**src/rtl/i2c_cmd_engine.sv**
```systemverilog
module i2c_cmd_engine (
  input  logic        clk,
  input  logic        rst_n,
  input  logic        reg_wr,
  input  logic [3:0]  reg_addr,
  input  logic [31:0] reg_wdata,
  output logic [31:0] reg_rdata,
  output logic        irq,
  output logic        phy_req,
  output logic [1:0]  phy_op,
  output logic [7:0]  phy_tx_byte,
  output logic        phy_tx_nak,
  input  logic        phy_ack,
  input  logic [7:0]  phy_rx_byte,
  input  logic        phy_rx_nak,
  input  logic        phy_lost,
  output logic        scl_hold
);
  localparam logic [1:0] OP_START = 2'd0, OP_WR = 2'd1, OP_RD = 2'd2, OP_STOP = 2'd3;

  typedef enum logic [2:0] {S_IDLE, S_START, S_DISP, S_LOADW, S_BYTE, S_RXW, S_STOP, S_HALT} st_t;
  st_t st;

  logic [31:0] cmd, data_reg, wbuf, cmd_sw, rx_word;
  logic [15:0] ctl, ctl_sw, cnt;
  logic [1:0]  lane;
  logic        dreq, bus_busy;

  wire sel_cmd  = reg_wr && (reg_addr <= 4'd2);
  wire sel_ctl  = reg_wr && (reg_addr >= 4'd3) && (reg_addr <= 4'd5);
  wire clr_nak  = sel_ctl && (reg_addr != 4'd5) && reg_wdata[28];
  wire idle     = (st == S_IDLE);
  wire srst     = cmd[31];
  wire tx       = cmd[16];
  wire go       = idle && cmd[29] && cmd[17] && !srst;
  wire last     = (cnt == 16'd1);
  wire wrap     = (lane == 2'd3);
  wire clk_busy = !idle || scl_hold;

  always_comb begin
    case (reg_addr)
      4'd1:    cmd_sw = cmd | reg_wdata;
      4'd2:    cmd_sw = cmd & ~reg_wdata;
      default: cmd_sw = reg_wdata;
    endcase
    case (reg_addr)
      4'd4:    ctl_sw = ctl | reg_wdata[15:0];
      4'd5:    ctl_sw = ctl & ~reg_wdata[15:0];
      default: ctl_sw = reg_wdata[15:0];
    endcase
    rx_word = wbuf;
    rx_word[{lane, 3'b000} +: 8] = phy_rx_byte;
    case (reg_addr)
      4'd0, 4'd1, 4'd2: reg_rdata = cmd;
      4'd3, 4'd4, 4'd5: reg_rdata = {16'd0, ctl};
      4'd6:             reg_rdata = {29'd0, dreq, clk_busy, bus_busy};
      4'd7:             reg_rdata = data_reg;
      default:          reg_rdata = 32'd0;
    endcase
  end

  assign phy_tx_byte = wbuf[{lane, 3'b000} +: 8];
  assign irq = |(ctl[7:0] & ctl[15:8]);

  always_ff @(posedge clk or negedge rst_n) begin
    if (!rst_n) begin
      st <= S_IDLE; cmd <= '0; ctl <= '0; data_reg <= '0; wbuf <= '0; cnt <= '0;
      lane <= '0; dreq <= 1'b0; bus_busy <= 1'b0; scl_hold <= 1'b0;
      phy_req <= 1'b0; phy_op <= OP_START; phy_tx_nak <= 1'b0;
    end else begin
      if (sel_cmd) cmd <= idle ? cmd_sw : {cmd_sw[31], cmd[30:0]};
      if (sel_ctl) ctl <= ctl_sw;
      if (reg_wr && reg_addr == 4'd7) data_reg <= reg_wdata;
      if (reg_wr && reg_addr == 4'd8) dreq <= 1'b0;
      if (srst) begin
        st <= S_IDLE; phy_req <= 1'b0; dreq <= 1'b0; bus_busy <= 1'b0;
        scl_hold <= 1'b0; ctl[7:0] <= '0; cmd[29] <= 1'b0;
      end else begin
        case (st)
          S_IDLE: if (go) begin
            cnt <= cmd[15:0]; lane <= '0; wbuf <= '0; scl_hold <= 1'b0;
            st <= cmd[19] ? S_START : S_DISP;
          end
          S_START: begin
            if (!phy_req) begin
              phy_req <= 1'b1; phy_op <= OP_START;
            end else if (phy_ack) begin
              phy_req <= 1'b0;
              if (phy_lost) begin
                ctl[2] <= 1'b1; cmd[29] <= 1'b0; bus_busy <= 1'b0; st <= S_IDLE;
              end else begin
                bus_busy <= 1'b1; st <= S_DISP;
              end
            end
          end
          S_DISP: begin
            if (cnt == 16'd0) begin
              if (cmd[20]) st <= S_STOP;
              else begin ctl[6] <= 1'b1; cmd[29] <= 1'b0; scl_hold <= cmd[21]; st <= S_IDLE; end
            end else if (tx) begin
              dreq <= 1'b1; st <= S_LOADW;
            end else st <= S_BYTE;
          end
          S_LOADW: if (!dreq) begin wbuf <= data_reg; st <= S_BYTE; end
          S_BYTE: begin
            if (!phy_req) begin
              phy_req <= 1'b1; phy_op <= tx ? OP_WR : OP_RD;
              phy_tx_nak <= !tx && last && cmd[25];
            end else if (phy_ack) begin
              phy_req <= 1'b0;
              if (phy_lost) begin
                ctl[2] <= 1'b1; cmd[29] <= 1'b0; bus_busy <= 1'b0; st <= S_IDLE;
              end else if (tx && phy_rx_nak) begin
                ctl[5] <= 1'b1; cmd[29] <= 1'b0; st <= S_HALT;
              end else begin
                cnt <= cnt - 16'd1; lane <= lane + 2'd1;
                if (tx) begin
                  if (last) begin
                    if (cmd[20]) st <= S_STOP;
                    else begin ctl[6] <= 1'b1; cmd[29] <= 1'b0; scl_hold <= cmd[21]; st <= S_IDLE; end
                  end else if (wrap) begin
                    dreq <= 1'b1; st <= S_LOADW;
                  end
                end else begin
                  wbuf <= rx_word;
                  if (last || wrap) begin data_reg <= rx_word; dreq <= 1'b1; st <= S_RXW; end
                end
              end
            end
          end
          S_RXW: if (!dreq) begin
            wbuf <= '0;
            if (cnt == 16'd0) begin
              if (cmd[20]) st <= S_STOP;
              else begin ctl[6] <= 1'b1; cmd[29] <= 1'b0; scl_hold <= cmd[21]; st <= S_IDLE; end
            end else st <= S_BYTE;
          end
          S_STOP: begin
            if (!phy_req) begin
              phy_req <= 1'b1; phy_op <= OP_STOP;
            end else if (phy_ack) begin
              phy_req <= 1'b0; bus_busy <= 1'b0; ctl[7] <= 1'b1; ctl[6] <= 1'b1;
              cmd[29] <= 1'b0; scl_hold <= 1'b0; st <= S_IDLE;
            end
          end
          S_HALT: if (clr_nak) begin st <= S_IDLE; bus_busy <= 1'b0; end
          default: st <= S_IDLE;
        endcase
      end
    end
  end

  assert_req_hold_R3: assert property (@(posedge clk) disable iff (!rst_n)
    phy_req && !phy_ack && !srst |=> phy_req && $stable(phy_op) && $stable(phy_tx_byte));

  assert_nak_last_R5: assert property (@(posedge clk) disable iff (!rst_n)
    phy_req && phy_op == OP_RD && phy_tx_nak |-> last && cmd[25]);

  assert_stop_frees_R6: assert property (@(posedge clk) disable iff (!rst_n)
    phy_req && phy_ack && phy_op == OP_STOP && !srst |=> !bus_busy && ctl[7]);

  assert_halt_quiet_R7: assert property (@(posedge clk) disable iff (!rst_n)
    st == S_HALT |-> !phy_req && !cmd[29]);

  assert_busy_cmd_R8: assert property (@(posedge clk) disable iff (!rst_n)
    !idle && sel_cmd |=> {cmd[30], cmd[28:0]} == $past({cmd[30], cmd[28:0]}));

  assert_srst_R11: assert property (@(posedge clk) disable iff (!rst_n)
    srst |=> idle && !phy_req && !dreq && ctl[7:0] == 8'd0);
endmodule

```
**config.mk**
```make
export PLATFORM = sky130hd
export DESIGN_NAME = i2c_cmd_engine
export DESIGN_NICKNAME = d
export VERILOG_FILES = /design/src/rtl/i2c_cmd_engine.sv
export SDC_FILE = /design/constraint.sdc
export NUM_CORES = 1
export LEC_CHECK = 0
export BUFFER_PORTS_ARGS = -buffer_cell sky130_fd_sc_hd__buf_2
export CORE_UTILIZATION = 50
export DETAILED_ROUTE_END_ITERATION = 7
export HOLD_SLACK_MARGIN = 0.08
export PLACE_DENSITY = 0.73
export SLEW_MARGIN = 5
export SYNTH_ARGS = -nofsm -noshare
export SYNTH_HDL_FRONTEND = slang
export SYNTH_SLANG_ARGS = --single-unit
```
**constraint.sdc**
```tcl
create_clock -name clk -period 4.08 [get_ports clk]
set_clock_uncertainty 0.1 [all_clocks]
set_input_delay 1.02 -clock clk [delete_from_list [all_inputs] [get_ports clk]]
set_output_delay 1.02 -clock clk [all_outputs]
set_load 0.005 [all_outputs]
```
* After elaboration in Yosys (flattened, before gate mapping)
Cells that the tools add are included.
** Word-level totals
- Bits in registers :: 140
- Logic and storage cells :: 267
** Cells by class
- Add/sub/neg operators :: 3
- Magnitude comparators :: 3
- Eq/ne operators :: 46
- Shift operators :: 3
- Multiplexer cells :: 145
- Bitwise gates (word level) :: 9
- Reductions and logical operators :: 41
** Operator list (number)
- $mux 32 :: 17
- $pmux 32 s4 :: 2
- $mux 16 :: 5
- $mux 1 :: 66
- $mux 3 :: 22
- $pmux 16 s2 :: 2
- $pmux 32 s2 :: 1
- $mux 30 :: 2
- $ne 3x3->1 const B :: 14
- $mux 2 :: 18
- $and 32x32->32 :: 1
- $bwmux 32 :: 1
- $not 32->32 :: 1
- $or 32x32->32 :: 1
- $shift 8x7->32 const A :: 1
- $shiftx 32x6->8 :: 1
- $shiftx 8x7->32 :: 1
- $pmux 3 s8 :: 1
- $ne 2x2->1 const B :: 10
- $and 16x16->16 :: 1
- $eq 16x1->1 const B :: 1
- $eq 4x3->1 const B :: 4
- $logic_not 16->1 :: 1
- $not 16->16 :: 1
- other kinds (48) :: 75

* Depth between registers and ports, before layout
- Depth after elaboration :: 14
- Mapped depth :: 9
- Gate-level depth less buffers :: 8

* Least setup slack after synthesis
No wires, ideal clock.
- Kind :: input -> output
- Start point :: in reg_addr[2]
- End point :: out reg_rdata[15]
- Arrival :: 2218 ps
- Data required time :: 2960 ps
- Slack :: 742 ps
- Stages on the path :: 7
- Cell sequence :: buf_2 > and3b_1 > nor2_1 > nor2_1 > clkbuf_1 > a222oi_1 > inv_1
** Between the ends
- Longest elaborated chain between the ends :: 3
** RTL lines
- from (decl) :: RTL line 5 : input logic [3:0] reg_addr,
- $eq 4x2->1, or another cell as far along :: RTL line 53 : case (reg_addr)
- $reduce_or 3->1 :: RTL line 53
- $pmux 32 s4 (*) :: RTL line 53
- to (decl) :: RTL line 7 : output logic [31:0] reg_rdata,
Mark *: on every way between the ends. The rest lies on a longest branch, timed or not.

* Worst setup path after layout
- Start point :: in reg_addr[2]
- End point :: out reg_rdata[7]
Same word-level chain as after synthesis.

==> impl_metrics.tcl <==
set metrics [dict create \
    coreArea_sq_mm 0.0161 \
    cp.arrival_ns 2.41 \
    hold_viol_final 0 \
    slew_headroom 0.157 \
    fin_nets 1050 \
    synth_seq_cells 140 \
    overflow 0 \
    area_growth_pct 15.3 \
    outcome "finished clean" \
    cts_resized 0 \
    io-pin-count 96 \
    yosys.area.top_type "dfrtp_1" \
    grt-busiest-layer "met2" \
    tightestPinTransition_ns 1.25 \
    p_sw_frac 0.365 \
    grt_util_met2 0.476 \
    htreeDepth 4 \
    avgSynthCellArea_sq_um 9.06 \
    gp_congestion 0.961 \
    pwr_density_cell_mw_per_mm2 553 \
    antenna_found_initial 0 \
    finalWorstSetupSlack_ns 0.555 \
    dpl.hpwl_mm 18.6 \
    worstSetupPathType "in2out" \
    max_cap_violations 0 \
    cts_buffer_depth 2 \
    layout-drive-gt1-share 0.173 \
    cts_hold_buf 0 \
    gr-usage-met1 0.415 \
    grt_pass1_wl_mm 41.3 \
    cp.required_ns 2.96 \
    start_util 0.521 \
    switchingPower_mw 1.96 \
    ys.flop_type "dfrtp_1" \
    ys_top_cells_by_area "dfrtp_1 (42%), mux2i_1 (7.9%), a21oi_1 (6.1%)" \
    ys_types 61 \
    p_int_mw 3.39 \
    rsz0062_at_grt "no" \
    start_kind "primary input" \
    synth_most_common_cell "dfrtp_1" \
    grt_pass1_vias 7517 \
    syn_nets 985 \
    synth-async-reset-ratio 1.00 \
    min_period_over_period 0.864 \
    holdWs_ns 0.377 \
    routed_via_density 6.46 \
    p_clk_frac 0.315 \
    worstPathMaxFanout 16 \
    synth_top_cells_by_count "dfrtp_1 (140), a21oi_1 (102), o21ai_0 (101)" \
    netlist_area_sq_mm 0.00839 \
    r2r_slack_ns 0.75 \
    endpoint "reg_rdata[7]" \
    dr.pass1.iters 7 \
    power_frac_comb 0.268 \
    hold_class "reg2reg" \
    power.leakage_nw 4.57 \
    tns_ns 0 \
    vias 7883 \
    clk_pin_slew_ns 0.06 \
    tritoncts "built" \
    drc 0 \
    finalCoreUtilization 0.600 \
    post_cts.repair.setup_buffers 0 \
    clockRootBuffer "clkbuf_16" \
    cts-buffers-inserted 17 \
    diodes 0 \
    ant_nets 0 \
    dieArea_sq_mm 0.0173 \
    r2r-end "wbuf[21]" \
    cts.sinks 140 \
    io_buffer_count 95 \
    setup_viol 0 \
    fin_crit_ns 3.53 \
    die_w_um 132 \
    synth_warnings 0 \
    track_usage 0.305 \
    grt_max_degree 65 \
    use_met3 0.0629 \
    wl_per_cell_um 21.3 \
    timing.rr.start "lane[0]" \
    place_ws_ns 0.579 \
    synth_edf_count 0 \
    yosys.area.top_type_share 0.418 \
    rows 46 \
    die_h_um 132 \
    syn_inst 926 \
    fmax_ghz 0.284 \
    drt-initial-drc-count 814 \
    synth-seq-area-share 0.418 \
    rr_worst_depth 7 \
    drv_slew 0 \
    clk_latency_ns 0.43 \
    ir_drop_mv 0.346 \
    end_kind "output pin" \
    seq_power_share 0.418 \
    worstSetupStartpoint "reg_addr[2]" \
    wirelength_mm 26.0 \
]
## cell usage in the layout, fill, tap and decap left out, drive strengths merged, types with 3 or more instances in the layout
cell / count
and3: 5
mux4: 8
nand3: 13
mux2i: 66
a211oi: 12
o22ai: 5
ha: 9
clkbuf: 17
a21oi: 102
buf: 116
and2: 3
o21ai: 106
nor3b: 7
a22o: 54
nand2: 72
nor2b: 36
nand2b: 10
nor4: 6
nor3: 19
or3: 3
dfrtp: 140
nand3b: 3
a222oi: 15
inv: 29
o211ai: 4
clkinv: 4
a31oi: 11
bufinv: 4
a22oi: 15
o31ai: 3
nand4: 5
nor2: 72
## power groups by stage
stage               registers [mW]  logic, mW  clock network, mW
detailed placement            2.23       1.41                  0
floorplan                     2.00       1.08                  0
global route                  2.27       1.58               1.76
CTS                           2.21       1.42               1.70
finish                        2.24       1.43               1.68
global placement              2.23       1.38                  0
## logic make-up (layout without fill, tap and decap cells)
family | Yosys count | in the layout | synth area share
compound gates | 343 | 343 | 0.259
xor+xnor | 1 | 1 | 0.00104
fa+ha+maj | 9 | 9 | 0.0134
buf+inv | 94 | 172 | 0.0465
flops | 140 | 140 | 0.418
mux | 74 | 74 | 0.100
simple gates | 265 | 265 | 0.162
## critical path: stages
cell	delay, ns
buf_2	0.21
and3b_1	0.23
nor2_1	0.14
nor2_1	0.06
buf_4	0.19
a222oi_1	0.34
inv_1	0.07
buf_2	0.13
## worst min-delay path by stage
stage | end | startpoint | cells past startpoint | slack, ns
CTS | phy_tx_nak | phy_tx_nak | 2 | 0.39
floorplan | wbuf[16] | wbuf[16] | 2 | 0.36
detailed placement | phy_tx_nak | phy_tx_nak | 2 | 0.38
global placement | phy_tx_nak | phy_tx_nak | 2 | 0.37
global route | cmd[27] | cmd[27] | 1 | 0.42
finish | phy_tx_nak | phy_tx_nak | 2 | 0.38
## layer usage
layer,wire (um),up-vias
li1,-,3560
met2,12100,394
met4,782,0
met1,11100,3868
met5,0,-
met3,1990,61
## through the flow
stage	std cells	total power, mW	instance area (sq um)
3_5_place_dp	1188	3.64	9040
6_report	1220	5.35	9670
5_1_grt	1220	5.60	9670
4_1_cts	1220	5.33	9670
3_3_place_gp	1188	3.61	9040
2_1_floorplan	926	3.08	8390
## layout make-up
| type | count | area [sq um] |
|---|---|---|
| clock buffer | 17 | 425 |
| clock inverter | 15 | 210 |
| tap | 216 | 270 |
| multi-input combinational | 692 | 4520 |
| fill | 1440 | 6440 |
| sequential | 140 | 3500 |
| timing repair buffer | 116 | 652 |
| inverter | 24 | 90.1 |
No activity file was read; power rests on OpenSTA's default activity.
